### src/rtl/sstep_pkg.sv
package sstep_pkg;

   // gain is kept in eighth-decibel units; 48 units are taken as one octave
   localparam int unsigned FRAC_PER_CODE = 4;
   localparam int unsigned OCT_UNITS     = 48;
   localparam int unsigned SUB_UNITS     = 6;    // units per coarse table entry
   localparam int unsigned BIAS_OCT      = 11;   // octaves added to make the index non-negative
   localparam int unsigned TBL_FRAC      = 14;   // fraction bits of both tables
   localparam int unsigned GAIN_W        = 10;

   typedef logic signed [GAIN_W-1:0] gain_t;

   // 2^(a/8), a = 0..7, scaled by 2^14
   function automatic logic [15:0] coarse_mul(input logic [2:0] a);
      case (a)
         3'd0: coarse_mul = 16'd16384;
         3'd1: coarse_mul = 16'd17867;
         3'd2: coarse_mul = 16'd19484;
         3'd3: coarse_mul = 16'd21247;
         3'd4: coarse_mul = 16'd23170;
         3'd5: coarse_mul = 16'd25268;
         3'd6: coarse_mul = 16'd27554;
         default: coarse_mul = 16'd30048;
      endcase
   endfunction

   // 2^(b/48), b = 0..5, scaled by 2^14
   function automatic logic [15:0] fine_mul(input logic [2:0] b);
      case (b)
         3'd0: fine_mul = 16'd16384;
         3'd1: fine_mul = 16'd16622;
         3'd2: fine_mul = 16'd16864;
         3'd3: fine_mul = 16'd17109;
         3'd4: fine_mul = 16'd17358;
         default: fine_mul = 16'd17611;
      endcase
   endfunction

endpackage

### src/rtl/sstep_target.sv
module sstep_target
   import sstep_pkg::*;
#(
   parameter int MAX_CODE = 48,
   parameter int MIN_CODE = -127
) (
   input  logic signed [7:0] code,
   input  logic              mute,
   output gain_t             level
);
   localparam int MUTE_LVL = (MIN_CODE - 1) * int'(FRAC_PER_CODE);

   always_comb begin
      if (mute)
         level = gain_t'(MUTE_LVL);
      else if (int'(code) > MAX_CODE)
         level = gain_t'(MAX_CODE * int'(FRAC_PER_CODE));
      else if (int'(code) < MIN_CODE)
         level = gain_t'(MIN_CODE * int'(FRAC_PER_CODE));
      else
         level = gain_t'(int'(code) * int'(FRAC_PER_CODE));
   end

endmodule

### src/rtl/sstep_ramp.sv
module sstep_ramp
   import sstep_pkg::*;
#(
   parameter int MUTE_LVL = -512
) (
   input  logic  clk,
   input  logic  rst_n,
   input  logic  stb,
   input  logic  slow,
   input  logic  bypass,
   input  gain_t target,
   output gain_t level
);
   logic odd_q;
   logic step_ok;

   assign step_ok = !slow || odd_q;

   always_ff @(posedge clk or negedge rst_n) begin
      if (!rst_n) begin
         level <= gain_t'(MUTE_LVL);
         odd_q <= 1'b0;
      end else if (stb) begin
         odd_q <= ~odd_q;
         if (bypass)
            level <= target;
         else if (step_ok && (level < target))
            level <= level + gain_t'(1);
         else if (step_ok && (level > target))
            level <= level - gain_t'(1);
      end
   end

endmodule

### src/rtl/sstep_scale.sv
module sstep_scale
   import sstep_pkg::*;
#(
   parameter int SAMPLE_W = 24,
   parameter int MUTE_LVL = -512
) (
   input  gain_t                      level,
   input  logic signed [SAMPLE_W-1:0] din,
   output logic signed [SAMPLE_W-1:0] dout
);
   localparam int BIAS_UNITS = int'(BIAS_OCT * OCT_UNITS);
   localparam int BASE_SH    = int'(2 * TBL_FRAC + BIAS_OCT);
   localparam logic signed [63:0] POS_LIM = (64'sd1 <<< (SAMPLE_W - 1)) - 64'sd1;
   localparam logic signed [63:0] NEG_LIM = -(64'sd1 <<< (SAMPLE_W - 1));

   logic signed [11:0] biased;
   logic        [10:0] idx;
   logic        [3:0]  oct;
   logic        [5:0]  rem;
   logic        [2:0]  sel_c, sel_f;
   logic        [5:0]  shamt;
   logic signed [63:0] xs, cs, fs, prod, shifted;

   always_comb begin
      biased  = 12'(level) + 12'(BIAS_UNITS);
      idx     = biased[10:0];
      oct     = 4'(idx / 11'(OCT_UNITS));
      rem     = 6'(idx % 11'(OCT_UNITS));
      sel_c   = 3'(rem / 6'(SUB_UNITS));
      sel_f   = 3'(rem % 6'(SUB_UNITS));
      shamt   = 6'(BASE_SH) - {2'b00, oct};
      xs      = {{(64-SAMPLE_W){din[SAMPLE_W-1]}}, din};
      cs      = {48'd0, coarse_mul(sel_c)};
      fs      = {48'd0, fine_mul(sel_f)};
      prod    = xs * cs * fs;
      shifted = prod >>> shamt;
      if (level == gain_t'(MUTE_LVL))
         dout = '0;
      else if (shifted > POS_LIM)
         dout = POS_LIM[SAMPLE_W-1:0];
      else if (shifted < NEG_LIM)
         dout = NEG_LIM[SAMPLE_W-1:0];
      else
         dout = shifted[SAMPLE_W-1:0];
   end

endmodule

### src/rtl/sstep_vol.sv
module sstep_vol
   import sstep_pkg::*;
#(
   parameter int SAMPLE_W = 24,
   parameter int MAX_CODE = 48,
   parameter int MIN_CODE = -127,
   parameter bit OUT_REG  = 1'b1
) (
   input  logic                       clk,
   input  logic                       rst_n,
   input  logic signed [7:0]          tgt_code,
   input  logic                       mute_req,
   input  logic                       slow_rate,
   input  logic                       step_bypass,
   input  logic                       sample_stb,
   input  logic signed [SAMPLE_W-1:0] sample_in,
   output logic signed [9:0]          gain_idx,
   output logic                       gain_at_target,
   output logic signed [SAMPLE_W-1:0] sample_out
);
   localparam int MUTE_LVL = (MIN_CODE - 1) * int'(FRAC_PER_CODE);

   if (SAMPLE_W < 8 || SAMPLE_W > 28) begin : g_bad_width
      $error("sstep_vol: SAMPLE_W must lie in 8..28");
   end
   if (MAX_CODE > 48 || MIN_CODE < -127 || MIN_CODE >= MAX_CODE) begin : g_bad_range
      $error("sstep_vol: code range exceeds the gain index or scaler span");
   end

   gain_t                      req_lvl;
   gain_t                      cur_lvl;
   logic signed [SAMPLE_W-1:0] scaled;

   sstep_target #(.MAX_CODE(MAX_CODE), .MIN_CODE(MIN_CODE)) u_target (
      .code  (tgt_code),
      .mute  (mute_req),
      .level (req_lvl)
   );

   sstep_ramp #(.MUTE_LVL(MUTE_LVL)) u_ramp (
      .clk    (clk),
      .rst_n  (rst_n),
      .stb    (sample_stb),
      .slow   (slow_rate),
      .bypass (step_bypass),
      .target (req_lvl),
      .level  (cur_lvl)
   );

   sstep_scale #(.SAMPLE_W(SAMPLE_W), .MUTE_LVL(MUTE_LVL)) u_scale (
      .level (cur_lvl),
      .din   (sample_in),
      .dout  (scaled)
   );

   if (OUT_REG) begin : g_out_reg
      always_ff @(posedge clk or negedge rst_n) begin
         if (!rst_n)
            sample_out <= '0;
         else if (sample_stb)
            sample_out <= scaled;
      end
   end else begin : g_out_comb
      assign sample_out = scaled;
   end

   assign gain_idx       = cur_lvl;
   assign gain_at_target = (cur_lvl == req_lvl);

endmodule

### config.mk
export PLATFORM = sky130hd
export DESIGN_NAME = sstep_vol
export DESIGN_NICKNAME = d
export VERILOG_FILES = /design/src/rtl/sstep_pkg.sv /design/src/rtl/sstep_target.sv /design/src/rtl/sstep_ramp.sv /design/src/rtl/sstep_scale.sv /design/src/rtl/sstep_vol.sv
export SDC_FILE = /design/constraint.sdc
export NUM_CORES = 2
export LEC_CHECK = 0
export ABC_AREA = 1
export BUFFER_PORTS_ARGS = -buffer_cell sky130_fd_sc_hd__buf_2
export CAP_MARGIN = 40
export CORE_ASPECT_RATIO = 1.5
export CORE_MARGIN = 2
export CORE_UTILIZATION = 30
export CTS_BUF_LIST = sky130_fd_sc_hd__clkbuf_8
export DETAILED_ROUTE_END_ITERATION = 16
export GPL_TIMING_DRIVEN = 0
export REMOVE_ABC_BUFFERS = 1
export SKIP_CTS_REPAIR_TIMING = 1
export SYNTH_ARGS = -nofsm -noshare
export SYNTH_HDL_FRONTEND = slang
export SYNTH_SLANG_ARGS = --single-unit
### constraint.sdc
create_clock -name clk -period 20.1 [get_ports clk]
set_clock_uncertainty 0.1 [all_clocks]
set_input_delay 1.005 -clock clk [delete_from_list [all_inputs] [get_ports clk]]
set_output_delay 1.005 -clock clk [all_outputs]
set_load 0.02 [all_outputs]
==> reports/qor.csv <==
stage,metric,value,unit
run_status,outcome,"finished, final reports clean",
place,placed cell count,5944,
global_route,initial antenna violation count,1,
layout,final non-filler cell total,5964,
sta,fin. max-slew vios,0,
place,DP HPWL,85.82,mm
floorplan,Die H,418.1,um
worst_setup_path,worst setup path start,u_ramp.level[4]$_DFFE_PN0P_,
global_route,vias in the first global route,30584,
synthesis,cell area after synthesis,34290,um2
floorplan,Placement Rows,151,
worst_setup_path,CP required,20190,ps
synthesis,"count leader, synth",inv_1,
synthesis,"Top FF cell, synth",dfrtp_1,
synthesis,Yosys warnings,0,
global_route,total congestion overflow,0,
floorplan,Horiz. Die Dim,280.0,um
sta,Max Fclk,0.05353,GHz
worst_setup_path,crit-path max FO,24,
clock_network,Root Buffer,clkbuf_8,
route,met1 WL,38.22,mm
sta,unrepaired setup endpoints after global routing,no,
sta,setup tns final,0,ps
route,vias per cell,4.696,
worst_setup_path,reg2reg start,u_ramp.level[4]$_DFFE_PN0P_,
synthesis,post-synthesis register bit count,35,
synthesis,"EDFF count, synth",0,
worst_setup_path,crit-path max cell delay,580,ps
hold_path,Min-Delay Path Class,reg -> reg,
layout,Syn-to-layout area delta,8.250,%
synthesis,dominant cells by area after synthesis,"fa_1 46%, inv_1 13%, ha_1 10%, nand2_1 9.5%, nor2_1 4.8%",
sta,Period minus WS final,18680,ps
sta,Final Hold Viols,0,
floorplan,starting density of the core,0.3030,
route,DR WL/cell,16.26,um
route,drt pass-1 iters,5,
worst_setup_path,Worst Path Arrival,18770,ps
synthesis,dominant cell type by area after synthesis,fa_1,
route,routed wl met2,52.01,mm
sta,slew margin rel.,0.3899,
clock_network,CTS tree,done,
synthesis,"Async S/R FF share, synth",1.000,
place,I/O Buffers,72,
sta,crit share post-route,0.9295,
worst_setup_path,worst setup path endpoint,sample_out[17]$_DFFE_PN0P_,
layout,Fillers,11929,
worst_setup_path,crit start category,register,
worst_setup_path,reg2reg setup slack,1420,ps
clock_network,Clock Latency Late Sink,300,ps
route,highest routed layer,met4,
clock_network,TritonCTS Buffers,5,
global_route,largest net degree at the start of global routing,35,
clock_network,CTS Sinks,35,
synthesis,Post-synth top cells,"1195 x inv_1, 865 x nand2_1, 780 x fa_1",
route,via count,28004,
worst_setup_path,crit end category,register,
worst_setup_path,Critical-path top delay cell,fa_1,
sta,Worst-Margin Slew,912.0,ps
route,met3 WL,3.142,mm
clock_network,Max clock buf depth,2,
clock_network,CTS H-tree lvls,2,
synthesis,Synth top area share,0.4554,
route,Initial DRC Count,1432,
global_route,first-pass GRT wire length,161.6,mm
floorplan,full die area,117100,um2
sta,hold slack,377.4,ps
worst_setup_path,cell mode on critical path,nand2_1,
sta,Final setup viols,0,
layout,share of cells above drive strength 1,0.05211,
synthesis,cell count after synthesis,4474,
flow_run,Max-Cap Viols,0,
clock_network,"CTS clk-pin slew, worst paths",80,ps
floorplan,core area,113200,um2
worst_setup_path,worst r2r dst,sample_out[17]$_DFFE_PN0P_,
worst_setup_path,CP Class,reg -> reg,
synthesis,Post-Synthesis Mean Instance Area,7.664,um2
worst_setup_path,path depth of the worst reg2reg path,83,
route,DRC violations left,0,
layout,Final Util,0.3280,
route,ANT nets after route,0,
floorplan,num ports,73,
global_route,All-Layer GR Usage,0.1727,
layout,Layout Nets,5610,
synthesis,count of cell types in the netlist,53,
synthesis,sequential area share after synthesis,0.02558,
route,drt total wl,96.99,mm
place,gpl congestion,0.9351,
-- area by class of cell --
class                      count  area [um2]  share of cell area
multi-input combinational   3120       28540              0.7689
inverter                    1211        4553              0.1227
tap                         1453        1818             0.04898
timing repair buffer         136        1212             0.03266
sequential                    35       879.6             0.02370
clock buffer                   5       68.82            0.001854
clock inverter                 2       37.54            0.001011
timing repair inverter         1       5.005           0.0001348
antenna                        1       2.502          0.00006741
-- placed cells by master (no fill, tap or decap), types with 14 or more instances in the layout --
| master | netlist | layout |
|---|---|---|
| a21oi_1 | 168 | 166 |
| a31oi_1 | 21 | 21 |
| buf_2 | 2 | 72 |
| buf_4 | 1 | 32 |
| dfrtp_1 | 34 | 32 |
| fa_1 | 780 | 779 |
| ha_1 | 282 | 282 |
| inv_1 | 1195 | 1192 |
| nand2_1 | 865 | 860 |
| nand2_2 | 29 | 32 |
| nand3_1 | 243 | 243 |
| nor2_1 | 443 | 436 |
| nor3_1 | 20 | 20 |
| o21ai_0 | 97 | 96 |
| xnor2_1 | 14 | 14 |
| xor2_1 | 53 | 49 |
-- critical path: cells and delay by family (launching register included) --
| kind | cells | cell delay, ps |
|---|---|---|
| buf+inv | 13 | 1690 |
| flops | 1 | 510 |
| xor+xnor | 1 | 200 |
| compound gates | 14 | 3890 |
| simple gates | 40 | 4930 |
| fa+ha+maj | 15 | 7230 |
-- logic make-up after synthesis --
logic type / after synthesis / synth area share
flops: 35 / 0.02558
compound gates: 341 / 0.05488
mux: 1 / 0.0002919
buf+inv: 1319 / 0.1456
simple gates: 1649 / 0.1983
xor+xnor: 67 / 0.01711
fa+ha+maj: 1062 / 0.5583
-- worst min-delay path by stage --
stage,end,startpoint,depth (start not counted)
2_1_floorplan,u_ramp.odd_q$_DFFE_PN0P_,u_ramp.odd_q$_DFFE_PN0P_,1
3_3_place_gp,u_ramp.odd_q$_DFFE_PN0P_,u_ramp.odd_q$_DFFE_PN0P_,1
3_5_place_dp,sample_out[2]$_DFFE_PN0P_,sample_out[2]$_DFFE_PN0P_,2
4_1_cts,u_ramp.odd_q$_DFFE_PN0P_,rst_n,1
5_1_grt,u_ramp.odd_q$_DFFE_PN0P_,rst_n,1
6_report,u_ramp.odd_q$_DFFE_PN0P_,u_ramp.odd_q$_DFFE_PN0P_,1
-- layer usage --
layer  global-route usage  vias to the layer above
met5                    0                        -
met4              0.05175                        0
met3             0.009428                      195
met2               0.3271                      641
met1               0.2079                    13932
li1                     -                    13236
-- registers in the layout, indices dropped and copies added (netlist names) --
register / cells
u_ramp.odd_q: 1
sample_out: 24
u_ramp.level: 10
-- stage by stage --
step	instance area (um2)	setup slack [ps]
after floorplan	33850	2481
final	37120	1417
after global routing	37120	32.86
after global placement	36020	-2346
after CTS	36940	-937.2
after detailed placement	36830	-860.2
Power is left out: the tool's default activity adds up to more than one toggle a clock period on the data nets, which glitch-free logic cannot reach.
